--- src/rtl/irqsel_pkg.sv ---
package irqsel_pkg;

  typedef enum logic [1:0] {
    PRIV_USER  = 2'd0,
    PRIV_SUPV  = 2'd1,
    PRIV_RSVD  = 2'd2,
    PRIV_MACH  = 2'd3
  } priv_e;

  // slots of the virtual-supervisor lines; each maps to the slot just below
  localparam int VS_SOFT_BIT = 2;
  localparam int VS_TIME_BIT = 6;
  localparam int VS_EXT_BIT  = 10;

  function automatic logic [63:0] vs_mask64();
    logic [63:0] m;
    m = '0;
    m[VS_SOFT_BIT] = 1'b1;
    m[VS_TIME_BIT] = 1'b1;
    m[VS_EXT_BIT]  = 1'b1;
    return m;
  endfunction

endpackage

--- src/rtl/irqsel_split.sv ---
module irqsel_split
  import irqsel_pkg::*;
#(
  parameter int XLEN = 64
) (
  input  logic [XLEN-1:0] pend_i,
  input  logic [XLEN-1:0] en_i,
  output logic [XLEN-1:0] host_vec_o,
  output logic [XLEN-1:0] guest_vec_o
);
  localparam logic [63:0] VS_M64 = vs_mask64();
  localparam logic [XLEN-1:0] VS_M = VS_M64[XLEN-1:0];

  logic [XLEN-1:0] armed;

  always_comb begin
    armed       = pend_i & en_i;
    host_vec_o  = armed & ~VS_M;
    guest_vec_o = (armed & VS_M) >> 1;
  end
endmodule

--- src/rtl/irqsel_gate.sv ---
module irqsel_gate
  import irqsel_pkg::*;
(
  input  logic [1:0] priv_i,
  input  logic       m_gie_i,
  input  logic       s_gie_i,
  input  logic       hs_gie_i,
  output logic       m_en_o,
  output logic       s_en_o,
  output logic       hs_en_o
);
  priv_e lvl;

  always_comb begin
    lvl     = priv_e'(priv_i);
    m_en_o  = (lvl != PRIV_MACH) || m_gie_i;
    s_en_o  = (lvl == PRIV_USER) || ((lvl == PRIV_SUPV) && s_gie_i);
    hs_en_o = (lvl == PRIV_USER) || ((lvl == PRIV_SUPV) && hs_gie_i);
  end
endmodule

--- src/rtl/irqsel_ctz.sv ---
module irqsel_ctz #(
  parameter int XLEN = 64
) (
  input  logic [XLEN-1:0]         vec_i,
  output logic                    any_o,
  output logic [$clog2(XLEN)-1:0] idx_o
);
  localparam int IW = $clog2(XLEN);

  always_comb begin
    idx_o = '0;
    for (int i = XLEN - 1; i >= 0; i--) begin
      if (vec_i[i]) idx_o = IW'(i);
    end
    any_o = |vec_i;
  end
endmodule

--- src/rtl/irqsel_top.sv ---
module irqsel_top #(
  parameter int XLEN    = 64,
  parameter bit OUT_REG = 1'b1
) (
  input  logic                    clk,
  input  logic                    rst_n,
  input  logic [XLEN-1:0]         pend_i,
  input  logic [XLEN-1:0]         en_i,
  input  logic [XLEN-1:0]         deleg_i,
  input  logic [1:0]              priv_i,
  input  logic                    virt_i,
  input  logic                    m_gie_i,
  input  logic                    s_gie_i,
  input  logic                    hs_gie_i,
  input  logic                    hext_i,
  output logic                    irq_valid_o,
  output logic [$clog2(XLEN)-1:0] irq_cause_o,
  output logic                    irq_to_hyp_o
);
  localparam int IW = $clog2(XLEN);

  logic [XLEN-1:0] host_vec, guest_vec, cand_vec, qual_vec, hyp_vec;
  logic            m_en, s_en, hs_en, virt_eff;
  logic            hyp_any, g_any;
  logic [IW-1:0]   hyp_idx, g_idx;
  logic            nx_valid, nx_hyp;
  logic [IW-1:0]   nx_cause;

  irqsel_split #(.XLEN(XLEN)) u_split (
    .pend_i      (pend_i),
    .en_i        (en_i),
    .host_vec_o  (host_vec),
    .guest_vec_o (guest_vec)
  );

  irqsel_gate u_gate (
    .priv_i   (priv_i),
    .m_gie_i  (m_gie_i),
    .s_gie_i  (s_gie_i),
    .hs_gie_i (hs_gie_i),
    .m_en_o   (m_en),
    .s_en_o   (s_en),
    .hs_en_o  (hs_en)
  );

  always_comb begin
    virt_eff = virt_i & hext_i;
    hyp_vec  = host_vec & {XLEN{hs_en & virt_eff}};
    cand_vec = virt_eff ? guest_vec : host_vec;
    qual_vec = (cand_vec & ~deleg_i & {XLEN{m_en}}) |
               (cand_vec &  deleg_i & {XLEN{s_en}});
  end

  irqsel_ctz #(.XLEN(XLEN)) u_ctz_hyp (
    .vec_i (hyp_vec),
    .any_o (hyp_any),
    .idx_o (hyp_idx)
  );

  irqsel_ctz #(.XLEN(XLEN)) u_ctz_guest (
    .vec_i (qual_vec),
    .any_o (g_any),
    .idx_o (g_idx)
  );

  always_comb begin
    nx_valid = 1'b0;
    nx_hyp   = 1'b0;
    nx_cause = '0;
    if (hyp_any) begin
      nx_valid = 1'b1;
      nx_hyp   = 1'b1;
      nx_cause = hyp_idx;
    end else if (g_any) begin
      nx_valid = 1'b1;
      nx_cause = g_idx;
    end
  end

  generate
    if (OUT_REG) begin : g_reg
      always_ff @(posedge clk or negedge rst_n) begin
        if (!rst_n) begin
          irq_valid_o  <= 1'b0;
          irq_cause_o  <= '0;
          irq_to_hyp_o <= 1'b0;
        end else begin
          irq_valid_o  <= nx_valid;
          irq_cause_o  <= nx_cause;
          irq_to_hyp_o <= nx_hyp;
        end
      end
    end else begin : g_comb
      assign irq_valid_o  = nx_valid;
      assign irq_cause_o  = nx_cause;
      assign irq_to_hyp_o = nx_hyp;
    end
  endgenerate
endmodule

--- config.mk ---
export PLATFORM = sky130hd
export DESIGN_NAME = irqsel_top
export DESIGN_NICKNAME = d
export VERILOG_FILES = /design/src/rtl/irqsel_pkg.sv /design/src/rtl/irqsel_split.sv /design/src/rtl/irqsel_gate.sv /design/src/rtl/irqsel_ctz.sv /design/src/rtl/irqsel_top.sv
export SDC_FILE = /design/constraint.sdc
export NUM_CORES = 1
export LEC_CHECK = 0
export ABC_AREA = 1
export BUFFER_PORTS_ARGS = -buffer_cell sky130_fd_sc_hd__buf_2
export CORE_UTILIZATION = 30
export CTS_CLUSTER_SIZE = 10
export DETAILED_ROUTE_END_ITERATION = 7
export PLACE_DENSITY = 0.54
export SYNTH_ARGS = -nofsm -noshare
export SYNTH_HDL_FRONTEND = slang
export SYNTH_HIERARCHICAL = 1
export SYNTH_SLANG_ARGS = --single-unit
--- constraint.sdc ---
create_clock -name clk -period 0.8 [get_ports clk]
set_clock_uncertainty 0.1 [all_clocks]
set_input_delay 0.04 -clock clk [delete_from_list [all_inputs] [get_ports clk]]
set_output_delay 0.04 -clock clk [all_outputs]
set_load 0.05 [all_outputs]
==> flow_summary.toml <==
[status]
run_status = "finished, violations left"
failed_checks = "negative setup slack"

[synthesis]
synth_area_per_cell_um2 = 4.39
synth_seq_cells = 8
yosys.area.top_type_share_pct = 35.3
synth_top_cell_by_area = "nand2_1"
synth_cells = 1443
ys_types = 26
synth_area_leaders = "nand2_1 (35%), inv_1 (22%), nor2_1 (13%), buf_4 (9.2%), nand3_1 (6.5%)"
netlist_area_um2 = 6340
ys_seq_area_share_pct = 3.16
ys_warn_count = 6

[hold_path]
hold_path.class = "input pin to async pin"

[cells_and_area]
mostFrequentLayoutCells = "nand2_1 (591), inv_1 (374), buf_2 (200), nor2_1 (185), buf_4 (155)"
layout.nets = 1987
area_growth_pct = 40.9
drive_gt1_share_pct = 25.2
utilization_pct = 43.6
insertedDiodeCount = 0
fillers = 2385
final_common_cell = "nand2_1"

[detailed_routing]
drc = 0
ant_nets = 0
routedWlPerCell_um = 9.55
vias_per_cell = 3.93
wl_mm = 19.6
first_iter_violations = 291
first_pass_iters = 5
via_count = 8065

[pwr]
ir_drop_mv = 0.499
p_leak_nw = 6.05
power.share.clock_pct = 12.8
intPower_mw = 3.51
swShare_pct = 47.4
pwr-share-seq_pct = 8.3
switchingPower_mw = 3.15
powerDensity_nw_per_um2 = 746
pwr-share-comb_pct = 78.9

[cts]
clockRootBuffer = "clkbuf_16"
cts_tree = "done"
htree_levels = 1
clock_sinks = 8
clockBufferDepth = 2
cts_buffers = 3
path_clk_slew_ns = 0.04

[floorplanning]
core-area_um2 = 20500
rows = 52
fp.dieW_um = 147
die_area_um2 = 21700
die_y_um = 147
initial_utilization_pct = 30.9
io_pins = 209

[worst_setup_path]
arrival_ns = 4.16
worstSetupStartpointType = "input pin"
cp_common_cell = "nand2_1"
path_class = "input pin to flip-flop"
cp-startpoint = "priv_i[0]"
worstPathRequired_ns = 0.87
setup.worst_path.end_class = "flip-flop"
max_stage_delay_ns = 0.21
critical_path.slowest_cell = "bufinv_8"
critPathMaxFanout = 10

[global_routing]
overflow = 0
gr-usage-all-layers_pct = 18.2
grt_max_degree = 34
grt_pass1_vias = 7369
antenna_found_initial = 0
grt_pass1_wl_mm = 32.8

[placed_design]
port_buffers = 208
gp_congestion = 0.848
place_hpwl_mm = 16.3

[sta]
fin_crit_sh_pct = 511
fmax_mhz = 244
finalHoldViolations = 0
finalSetupViolations = 16
period_needed_ns = 4.09
slew_viol_final = 0
fin_hold_ws_ns = 0.0912
grt_setup_unrepaired = "true"
layout_setup_ws_ns = -3.29

[flow_run]
maxCapViolCount = 0
-- metal layers --
| layer | GRT usage, % | vias to the layer above | wire, um |
|---|---|---|---|
| met3 | 0.870 | 7 | 715 |
| met4 | 2.01 | 0 | 114 |
| met5 | 0 | - | 0 |
| li1 | - | 4591 | - |
| met2 | 33.5 | 174 | 9240 |
| met1 | 23.9 | 3293 | 9550 |
-- cell type report --
| class | count | area [um^2] | share of cell area (%) |
|---|---|---|---|
| inverters | 399 | 1700 | 19.1 |
| multi-input cells | 996 | 4080 | 45.7 |
| clock buffers | 3 | 75.1 | 0.841 |
| well taps | 270 | 338 | 3.78 |
| repair buffers | 378 | 2530 | 28.4 |
| flip-flops and latches | 8 | 200 | 2.24 |
-- timing repair --
action,4_1_cts,5_1_grt
hold buffers,1,0
endpoints found under the setup margin,16,16
hold endpoints to repair,8,0
setup buffers,6,0
gates resized for setup,58,18
pin swaps,3,1
cloned,3,0
-- critical path, delay by kind of cell --
kind / cells / cell delay (ns)
AND/OR/NAND/NOR: 61 / 3.22
buffers and inverters: 4 / 0.56
AO/OA/AOI/OAI: 2 / 0.31
-- state kept, by name, indices dropped and copies added, names as in the netlist --
signal,cells
irq_valid_o,1
irq_to_hyp_o,1
irq_cause_o,6
-- kinds of logic (layout without fill, tap and decap cells) --
kind of cell | count (synthesis) | in the layout | synth area share [%]
and+or+nand+nor | 906 | 906 | 55.8
other | 1 | 64 | 0.0592
DFF | 8 | 8 | 3.16
AOI/OAI and AO/OA | 26 | 26 | 2.57
buffers and inverters | 502 | 780 | 38.5
-- worst max-delay path by stage --
| stage | to |
|---|---|
| floorplan | irq_cause_o[0] |
| global placement | irq_cause_o[0] |
| detailed placement | irq_cause_o[0] |
| CTS | irq_cause_o[0] |
| global route | irq_cause_o[0] |
| finish | irq_cause_o[0] |
-- power groups by stage --
| stage | Clock [mW] | Sequential, mW | Combinational [mW] |
|---|---|---|---|
| 5_1_grt | 0.887 | 0.559 | 5.96 |
| 4_1_cts | 0.862 | 0.557 | 5.24 |
| 3_5_place_dp | 0 | 0.538 | 4.91 |
| 2_1_floorplan | 0 | 0.853 | 2.94 |
| 3_3_place_gp | 0 | 0.544 | 4.88 |
| 6_report | 0.856 | 0.551 | 5.25 |
-- cells in the mapped netlist --
| master | n |
|---|---|
| a21oi_1 | 10 |
| buf_4 | 78 |
| buf_2 | 18 |
| or2_2 | 1 |
| nor4_1 | 4 |
| conb_1 | 1 |
| o31ai_1 | 2 |
| nand3b_1 | 1 |
| o21ai_0 | 4 |
| clkbuf_1 | 1 |
| nand2_2 | 1 |
| nand3_2 | 1 |
| a311oi_1 | 2 |
| nor2_1 | 216 |
| a31oi_1 | 2 |
| dfrtp_1 | 8 |
| nand3_1 | 82 |
| a21oi_2 | 2 |
| buf_6 | 6 |
| bufinv_8 | 14 |
| o21bai_1 | 2 |
| a211oi_1 | 2 |
| inv_1 | 377 |
| nand2_1 | 596 |
| inv_2 | 8 |
| nor3_1 | 4 |
-- stage by stage --
stage | power (mW) | worst slack (ns) | area, um^2 | TNS [ns] | instances
finish | 6.66 | -3.29 | 8930 | -16.76 | 2054
global route | 7.40 | -4.03 | 8930 | -18.98 | 2054
CTS | 6.66 | -3.29 | 8880 | -17.13 | 2054
detailed placement | 5.45 | -3.55 | 8470 | -18.97 | 2041
global placement | 5.42 | -3.51 | 8470 | -18.77 | 2041
floorplan | 3.80 | -2.75 | 6640 | -10.90 | 1506
Note: power is estimated with default switching activity, not from simulation.
